==> src/rtl/segsel_pkg.sv <==
package segsel_pkg;
  typedef logic [2:0] seg_t;
  localparam seg_t SEG_ES = 3'd0;
  localparam seg_t SEG_CS = 3'd1;
  localparam seg_t SEG_SS = 3'd2;
  localparam seg_t SEG_DS = 3'd3;
  localparam seg_t SEG_FS = 3'd4;
  localparam seg_t SEG_GS = 3'd5;
  localparam int   NSEG   = 6;

  typedef enum logic [1:0] {
    K_FETCH  = 2'd0,
    K_STACK  = 2'd1,
    K_DATA   = 2'd2,
    K_STRDST = 2'd3
  } ref_kind_t;

  localparam logic [2:0] BR_ESP = 3'd4;
  localparam logic [2:0] BR_EBP = 3'd5;
endpackage

==> src/rtl/segsel_pick.sv <==
module segsel_pick
  import segsel_pkg::*;
(
  input  logic [1:0] ref_kind,
  input  logic [2:0] base_reg,
  input  logic [2:0] ovr,
  output seg_t       seg
);
  logic ovr_present;
  seg_t data_default;

  always_comb begin
    ovr_present  = (ovr < 3'(NSEG));
    data_default = ((base_reg == BR_ESP) || (base_reg == BR_EBP)) ? SEG_SS : SEG_DS;
    unique case (ref_kind_t'(ref_kind))
      K_FETCH:  seg = SEG_CS;
      K_STACK:  seg = SEG_SS;
      K_STRDST: seg = SEG_ES;
      default:  seg = ovr_present ? seg_t'(ovr) : data_default;
    endcase
  end

  always_comb begin
    assert_pick_range_R5: assert (seg < 3'(NSEG));
  end
endmodule

==> src/rtl/segsel_regfile.sv <==
module segsel_regfile
  import segsel_pkg::*;
#(
  parameter int AW = 32
) (
  input  logic          clk,
  input  logic          rst_n,
  input  logic          wr_en,
  input  logic [2:0]    wr_idx,
  input  logic [AW-1:0] wr_base,
  input  logic [AW-1:0] wr_limit,
  input  seg_t          rd_idx,
  output logic [AW-1:0] rd_base,
  output logic [AW-1:0] rd_limit
);
  logic [AW-1:0] base_q [NSEG];
  logic [AW-1:0] lim_q  [NSEG];

  for (genvar g = 0; g < NSEG; g++) begin : g_seg
    logic          we;
    logic [AW-1:0] base_d, lim_d;
    always_comb begin
      we     = wr_en && (wr_idx == 3'(g));
      base_d = we ? wr_base  : base_q[g];
      lim_d  = we ? wr_limit : lim_q[g];
    end
    always_ff @(posedge clk or negedge rst_n) begin
      if (!rst_n) begin
        base_q[g] <= '0;
        lim_q[g]  <= '1;
      end else if (we) begin
        base_q[g] <= base_d;
        lim_q[g]  <= lim_d;
      end
    end
  end

  // forward a same-cycle write to the reader
  always_comb begin
    if (wr_en && (wr_idx == rd_idx)) begin
      rd_base  = wr_base;
      rd_limit = wr_limit;
    end else begin
      rd_base  = base_q[rd_idx];
      rd_limit = lim_q[rd_idx];
    end
  end
endmodule

==> src/rtl/segsel_agen.sv <==
module segsel_agen
  import segsel_pkg::*;
#(
  parameter int AW = 32,
  parameter int SZW = 2
) (
  input  logic           clk,
  input  logic           rst_n,
  input  logic           req,
  input  logic [1:0]     ref_kind,
  input  logic [2:0]     base_reg,
  input  logic [2:0]     ovr,
  input  logic [SZW-1:0] acc_last,
  input  logic [AW-1:0]  offset,
  input  logic           wr_en,
  input  logic [2:0]     wr_idx,
  input  logic [AW-1:0]  wr_base,
  input  logic [AW-1:0]  wr_limit,
  output logic           out_valid,
  output logic           out_fault,
  output logic [2:0]     out_seg,
  output logic [AW-1:0]  out_lin
);
  localparam int EW = AW + 1;

  logic       rst_m, rst_s;
  seg_t       seg_c;
  logic [AW-1:0] base_c, lim_c, lin_c;
  logic [EW-1:0] end_c;
  logic       fault_c;
  logic       valid_d, fault_d;
  seg_t       seg_d, seg_q;
  logic [AW-1:0] lin_d, lin_q;
  logic       valid_q, fault_q;

  // asynchronous assert, synchronous release
  always_ff @(posedge clk or negedge rst_n) begin
    if (!rst_n) begin
      rst_m <= 1'b0;
      rst_s <= 1'b0;
    end else begin
      rst_m <= 1'b1;
      rst_s <= rst_m;
    end
  end

  segsel_pick u_pick (
    .ref_kind (ref_kind),
    .base_reg (base_reg),
    .ovr      (ovr),
    .seg      (seg_c)
  );

  segsel_regfile #(.AW(AW)) u_rf (
    .clk      (clk),
    .rst_n    (rst_s),
    .wr_en    (wr_en),
    .wr_idx   (wr_idx),
    .wr_base  (wr_base),
    .wr_limit (wr_limit),
    .rd_idx   (seg_c),
    .rd_base  (base_c),
    .rd_limit (lim_c)
  );

  always_comb begin
    lin_c   = base_c + offset;
    end_c   = {1'b0, offset} + EW'(acc_last);
    fault_c = end_c > {1'b0, lim_c};
    valid_d = req && !fault_c;
    fault_d = req && fault_c;
    seg_d   = req ? seg_c : seg_q;
    lin_d   = req ? lin_c : lin_q;
  end

  always_ff @(posedge clk or negedge rst_s) begin
    if (!rst_s) begin
      valid_q <= 1'b0;
      fault_q <= 1'b0;
      seg_q   <= SEG_ES;
      lin_q   <= '0;
    end else begin
      valid_q <= valid_d;
      fault_q <= fault_d;
      if (req) begin
        seg_q <= seg_d;
        lin_q <= lin_d;
      end
    end
  end

  assign out_valid = valid_q;
  assign out_fault = fault_q;
  assign out_seg   = seg_q;
  assign out_lin   = lin_q;

  assert_fetch_cs_R1: assert property (@(posedge clk) disable iff (!rst_s)
    (req && ref_kind == 2'd0) |=> (out_seg == SEG_CS));
  assert_stack_ss_R2: assert property (@(posedge clk) disable iff (!rst_s)
    (req && ref_kind == 2'd1) |=> (out_seg == SEG_SS));
  assert_strdst_es_R6: assert property (@(posedge clk) disable iff (!rst_s)
    (req && ref_kind == 2'd3) |=> (out_seg == SEG_ES));
  assert_excl_R8: assert property (@(posedge clk) disable iff (!rst_s)
    !(out_valid && out_fault));
  assert_resp_needs_req_R7: assert property (@(posedge clk) disable iff (!rst_s)
    (out_valid || out_fault) |-> $past(req));
  assert_resp_follows_req_R8: assert property (@(posedge clk) disable iff (!rst_s)
    req |=> $countones({out_valid, out_fault}) == 1);
endmodule

==> config.mk <==
export PLATFORM = sky130hd
export DESIGN_NAME = segsel_agen
export DESIGN_NICKNAME = d
export VERILOG_FILES = /design/src/rtl/segsel_pkg.sv /design/src/rtl/segsel_pick.sv /design/src/rtl/segsel_regfile.sv /design/src/rtl/segsel_agen.sv
export SDC_FILE = /design/constraint.sdc
export NUM_CORES = 1
export LEC_CHECK = 0
export BUFFER_PORTS_ARGS = -buffer_cell sky130_fd_sc_hd__buf_4
export CAP_MARGIN = 5
export CORE_MARGIN = 4
export CORE_UTILIZATION = 35
export DETAILED_ROUTE_END_ITERATION = 16
export GPL_TIMING_DRIVEN = 0
export PLACE_DENSITY = 0.59
export SLEW_MARGIN = 20
export SYNTH_ARGS = -nofsm -noshare
export SYNTH_HDL_FRONTEND = slang
export SYNTH_SLANG_ARGS = --single-unit
==> constraint.sdc <==
create_clock -name clk -period 35 [get_ports clk]
set_input_delay 7 -clock clk [delete_from_list [all_inputs] [get_ports clk]]
set_output_delay 7 -clock clk [all_outputs]
set_load 0.02 [all_outputs]
* Word level (Yosys, flattened, before mapping) *
Cells that the tools add are included.
W data, S select, Z words.

word-level totals
  bits in registers = 423
  input bits = 113
  output and inout port bits = 37
  word-level logic and storage cells = 58

cells by class
  $add $sub $neg = 2
  $lt $le $gt $ge = 3
  equality and inequality tests = 10
  muxes and demuxes = 11
  bitwise operators = 1
  reductions and logical operators = 13

operators with widths
  operator              count
  $bmux W32 S3          2
  $mux W32              6
  $add A32 B2 Y33       1
  $gt A33 B32 Y1        1
  $add A32 B32 Y32      1
  $eq A3 B3 Y1 const B  4
  $logic_and A1 B1 Y1   9
  $pmux W3 S3           1
  $eq A3 B2 Y1 const B  2
  $ge A4 B4 Y1 const B  1
  $not A3 Y4            1
  $eq A3 B1 Y1 const B  1
  $eq A3 B3 Y1          1
  $logic_not A3 Y1      1
  $lt A3 B3 Y1 const B  1
  $mux W3               1
  $eq A2 B1 Y1 const B  1
  $eq A2 B2 Y1 const B  1
  $logic_not A2 Y1      1
  $logic_not A1 Y1      1
  $logic_or A1 B1 Y1    1
  $mux W1               1

* Longest topological paths before layout *
  word-level depth = 13
  gate-level depth with buffers = 20
  gate-level depth less buffers = 17

* Modules after synthesis *
A second synthesis with hierarchy kept.

second synthesis, totals
  cell total of the unflattened synthesis = 1,690
  area, all modules = 22,910.7 um^2

by module, submodules not included
  module          times used  cells each  area each (um^2)  sequential area each (um^2)
  segsel_regfile  1           1,120       18,138.6          9,849.4
  segsel_agen     1           562         4,708.3           975.9
  segsel_pick     1           8           63.8              0.0

* Least setup slack after synthesis *
Ideal clock, no wire load.

  path type = input to register
  start point = in ref_kind[0]
  end point = reg lin_q[28], in the netlist out_lin[28]
  setup time = 0.071 ns
  arrival = 10.901 ns
  required time = 34.929 ns
  slack = 24.028 ns
  stages = 19
  buffers on the path = 3
  cell sequence = buf_2 -> nor2b_1 -> mux2i_2 -> clkbuf_1 -> buf_1 -> mux4_2 -> o21ai_0 -> o21ai_0 -> ha_1 -> inv_1 -> fa_1 -> nand2b_1 -> a21o_1 -> a2111oi_2 -> o31a_2 -> a31oi_1 -> o21a_1 -> or4_1 -> nand4_1

between the ends
  word-level cells in the longest chain between the ends = 8
  elaborated cells on any way between the ends = 12
  those cells by class = add/sub (1); eq/ne (3); mux (5); bitwise (1); reduce/logical (2)

ends and longest elaborated chain
  element                                       line                  text
  start: declaration                            segsel_agen.sv:10     input logic [1:0] ref_kind,
  $eq A2 B2 Y1, or another cell as far along    segsel_pick.sv:15     unique case (ref_kind_t'(ref_kind))
  $pmux W3 S3 (*)                               segsel_pick.sv:15
  $not A3 Y4 (not written as such)              segsel_regfile.sv:44  rd_base = base_q[rd_idx];
  $bmux W32 S3                                  segsel_regfile.sv:44
  $mux W32 (not written as such) (2 in series)  segsel_regfile.sv:44
  $mux W32 (*)                                  segsel_regfile.sv:40  if (wr_en && (wr_idx == rd_idx)) begin
  $add A32 B32 Y32 (*)                          segsel_agen.sv:67     lin_c = base_c + offset;
  end signal: assignment                        segsel_agen.sv:87     lin_q <= lin_d;
  end: declaration                              segsel_agen.sv:33     logic [AW-1:0] lin_d, lin_q;

Mark *: on every way between the ends. The rest lies on a longest branch, timed or not. The select of a mux whose other input is x is not followed.
A chain may end at the register's enable or synchronous reset.

* Worst setup path after layout *
Same ends and word-level chain as after synthesis.

==> out/results.txt <==
The area growth from synthesis to layout is 17.7%. The logs give 0.176 for the worst slew slack as a fraction of its limit and 0 for the number of max-cap violations. Commonest non-fill, non-tap cell in the layout: sky130_fd_sc_hd__mux2_2. The H-tree depth reported by CTS was 2. The sum of negative setup slack was 0 ns; the area share of and/or/nand/nor cells after synthesis was 0.0545. The share of final-layout standard cells stronger than drive strength 1 came out at 0.460. The tools report the post-synth net total as 1927.

For this design the ratio of total power to cell area is 64.1 mW/mm2. Entering global routing, the biggest net connects 62 pins. The analysis attributes to cell leakage a power of 10.7 nW. The classification of the worst-slack hold path was reg -> async. The dominant combinational cell family by area after synthesis was multiplexers. Post-CTS repair changed the size of 0 cells. The tools report the post-synthesis sequential area ratio as 0.486.

Setup repair after global routing left no endpoint under its margin. CTS placed an instance of sky130_fd_sc_hd__clkbuf_16 at the clock tree root. The logs give 0 for the final count of hold timing violations and 0.0631 mm2 for the core area. Cell taking the most area after synthesis: sky130_fd_sc_hd__dfrtp_1. The die is 260 um tall. The async set-reset flop share out of synthesis works out to 1.00. Reported net switching power: 510 uW.

Derived from the worst setup path, the maximum achievable clock frequency is 80.6 MHz. The count of input and output buffers is 144. For the post-cts hold buffer count, the log shows 0. The tools report the number of placement rows as 92.

The run gives 0 as the number of failing setup endpoints in the final timing report. Ranked by total cell area, the synthesized netlist is headed by sky130_fd_sc_hd__dfrtp_1, sky130_fd_sc_hd__dfstp_2, sky130_fd_sc_hd__mux2_2, sky130_fd_sc_hd__mux4_2, sky130_fd_sc_hd__ha_1. The worst setup path is launched from a primary input. The share of the synthesized netlist area taken by xor and xnor gates came out at 0.0224. In this run the count of I/O pins placed on the die edge is 150. At the end of routability-driven placement, the weighted congestion stood at 0.874. The run gives 0.283 as the combinational share of power. Fraction of power spent switching nets: 0.303. The proportion of synthesized area in mux cells was 0.300.

The total overflow left after global routing is 0. By startpoint and endpoint, the worst setup path is classified as in -> reg. The run gives 0.421 as the power share of the sequential group.

For this run, the post-layout net count is 2131. The run gives 0.296 as the clock group share of total power. Counting every instance in the synthesized netlist gives 1747. Across the routed clock network, the largest skew measured is 0.0132 ns. The DRC violation total after the first TritonRoute iteration was 1082; the number of register bits inferred by synthesis was 423. Buffer count from post-CTS setup fixing: 0. The share of the clock period used by the worst path after layout works out to 0.355. Across the VDD grid, the largest voltage drop is 0.0365 mV. For the pin with the worst max-slew slack, the measured transition is 1.24 ns. The global router's overall resource usage came out at 0.190. Of all nets on the critical path, the largest fanout is 10. Detailed placement finished with a half-perimeter wire length of 47200 um.

The internal power of the cells totals 1.17 mW. The top cell types in the final layout, fill and taps aside, are sky130_fd_sc_hd__mux2_2, sky130_fd_sc_hd__dfrtp_1, sky130_fd_sc_hd__dfstp_2, sky130_fd_sc_hd__buf_4, sky130_fd_sc_hd__nand2_1. In the synthesized netlist the dominant register cell turns out to be sky130_fd_sc_hd__dfrtp_1. After synthesis, the mean cell area works out to 12.8 um2. The horizontal die dimension is 260 um, and the number of buffers created by CTS is 48.

After detailed routing, the average wire length per cell comes to 22.8 um. The logs give 6 for the number of antenna violations at the first check in global routing and 0 for the total count of max-transition violations in the final report. The number of fill cells in the layout is 5956, and the overall power of the completed layout is 1.68 mW. The first TritonRoute pass finished after 5 iterations. The post-synthesis compound-gate area fraction came out at 0.0737. The worst setup path is captured at a flop.

The run finished with clean final reports. The area share of the largest cell type after synthesis is 0.259, and the time the worst path needs with I/O delays and setup is 12.41 ns. The starting density of the core is 0.353. The tools report the number of clock sinks as 423. The clock-pin slew on the worst setup and hold paths was 0.06 ns; the insertion delay to the later sink of the worst-skew pair was 0.58 ns. The run gives 15.9k as the number of global-route vias before repair. In this run the deepest clock path goes through 3 buffers. In this run the cell area of the synthesized design comes to 0.0223 mm2. In the routed layout, each cell is associated on average with a via count of 5.35. The first global-routing pass estimated 98800 um of wire. Excluding fillers, the count of instances in the completed layout stands at 2839. The die covers 0.0678 mm2. At the worst endpoint, the required time is 35.51 ns. Yosys printed 0 warnings.

In this run the remaining antenna-violating nets after routing total 0. In this run, distinct cell masters in the synthesized netlist total 61. The number of instances in the placed design is 2747. Wires add up to 64700 um. Number of vias in the routed layout: 15.2k. The area share of fa/ha/maj cells after synthesis works out to 0.0383.

TritonCTS built the clock tree. The synthesized design contains 0 enable-type register cells. Data on the critical path arrives at its endpoint at 12.92 ns.

For this run, design rule violations remaining after detail routing come to 0.
path summary, 6_finish.rpt:
kind	from	to	slack, ns	cells after the start
hold / removal	rst_s	u_rf.base_q[167]	0.28	0
setup / recovery	ref_kind[0]	out_lin[28]	22.59	18
setup reg to reg	u_rf.base_q[128]	out_lin[26]	30.96	14
hold reg to reg	rst_s	u_rf.base_q[167]	0.28	0
max in group asynchronous	rst_n	rst_s	28.71	1
min in group clk	rst_m	rst_s	0.35	0
cells by family (layout without fill, tap and decap cells):
| group | after synthesis | in the layout |
|---|---|---|
| xor+xnor | 57 | 57 |
| flops | 423 | 423 |
| buf+inv | 128 | 370 |
| fa+ha+maj | 67 | 67 |
| simple gates | 265 | 265 |
| compound gates | 267 | 267 |
| other cells | 1 | 5 |
| mux | 539 | 539 |
Yosys cell counts, types with 36 or more instances:
cell type,instances
sky130_fd_sc_hd__o21ai_0,36
sky130_fd_sc_hd__a21oi_1,74
sky130_fd_sc_hd__mux4_2,63
sky130_fd_sc_hd__mux2_2,409
sky130_fd_sc_hd__dfrtp_1,231
sky130_fd_sc_hd__nor2_1,71
sky130_fd_sc_hd__a211oi_1,36
sky130_fd_sc_hd__dfstp_2,192
sky130_fd_sc_hd__mux2i_1,66
sky130_fd_sc_hd__nand2_1,106
sky130_fd_sc_hd__o21ai_1,45
sky130_fd_sc_hd__xnor2_1,44
sky130_fd_sc_hd__clkbuf_1,78
sky130_fd_sc_hd__ha_1,65
sequential cells by signal, summed over array words and instances (netlist names):
name         flops
u_rf.base_q    192
u_rf.lim_q     192
out_lin         32
out_seg          3
out_fault        1
out_valid        1
rst_m            1
rst_s            1
final cells by class:
| type | count | area, um2 | area share |
|---|---|---|---|
| Multi-Input combinational cell | 1196 | 10900 | 0.416 |
| Sequential cell | 423 | 10800 | 0.413 |
| Clock buffer | 77 | 1460 | 0.0557 |
| Timing Repair Buffer | 154 | 1310 | 0.0499 |
| Tap cell | 846 | 1060 | 0.0403 |
| Buffer | 101 | 453 | 0.0173 |
| Inverter | 27 | 101 | 0.00386 |
| Clock inverter | 11 | 95.1 | 0.00362 |
| Antenna cell | 4 | 10.0 | 0.000382 |
through the flow:
stage	utilization	hold slack (ns)	worst slack [ns]	area [um2]
6_report	0.416	0.277	22.59	26200
5_1_grt	0.416	0.313	22.26	26200
4_1_cts	0.416	0.293	22.61	26200
3_5_place_dp	0.391	0.288	22.01	24700
3_3_place_gp	0.387	0.337	18.12	24400
2_1_floorplan	-	0.331	22.67	22300
critical path: stages:
cell	delay [ns]
sky130_fd_sc_hd__buf_2	0.15
sky130_fd_sc_hd__and4bb_1	0.36
sky130_fd_sc_hd__clkbuf_1	0.76
sky130_fd_sc_hd__buf_1	0.61
sky130_fd_sc_hd__clkbuf_1	0.57
sky130_fd_sc_hd__o21ai_0	0.19
sky130_fd_sc_hd__o21ai_0	0.38
sky130_fd_sc_hd__ha_1	0.28
sky130_fd_sc_hd__inv_1	0.06
sky130_fd_sc_hd__fa_1	0.41
sky130_fd_sc_hd__nand2b_1	0.18
sky130_fd_sc_hd__a21o_1	0.19
sky130_fd_sc_hd__a2111oi_2	0.38
sky130_fd_sc_hd__o31a_2	0.27
sky130_fd_sc_hd__a31oi_1	0.30
sky130_fd_sc_hd__o21a_1	0.30
sky130_fd_sc_hd__or4_1	0.41
sky130_fd_sc_hd__nand4_1	0.11
metal layers:
layer  global-route usage  share of wire
met1                0.265           0.45
met2                0.311           0.47
met3               0.0311          0.056
met4               0.0446          0.020
met5                    0        0.00066
power by group through the flow:
stage               clock network [mW]  registers [mW]  logic, mW
detailed placement                   0           0.715      0.476
global placement                     0           0.717      0.452
CTS                              0.512           0.708      0.478
floorplan                            0           0.719      0.305
finish                           0.498           0.709      0.477
global route                     0.532           0.721      0.521
Note: power is estimated with default switching activity, not from simulation.
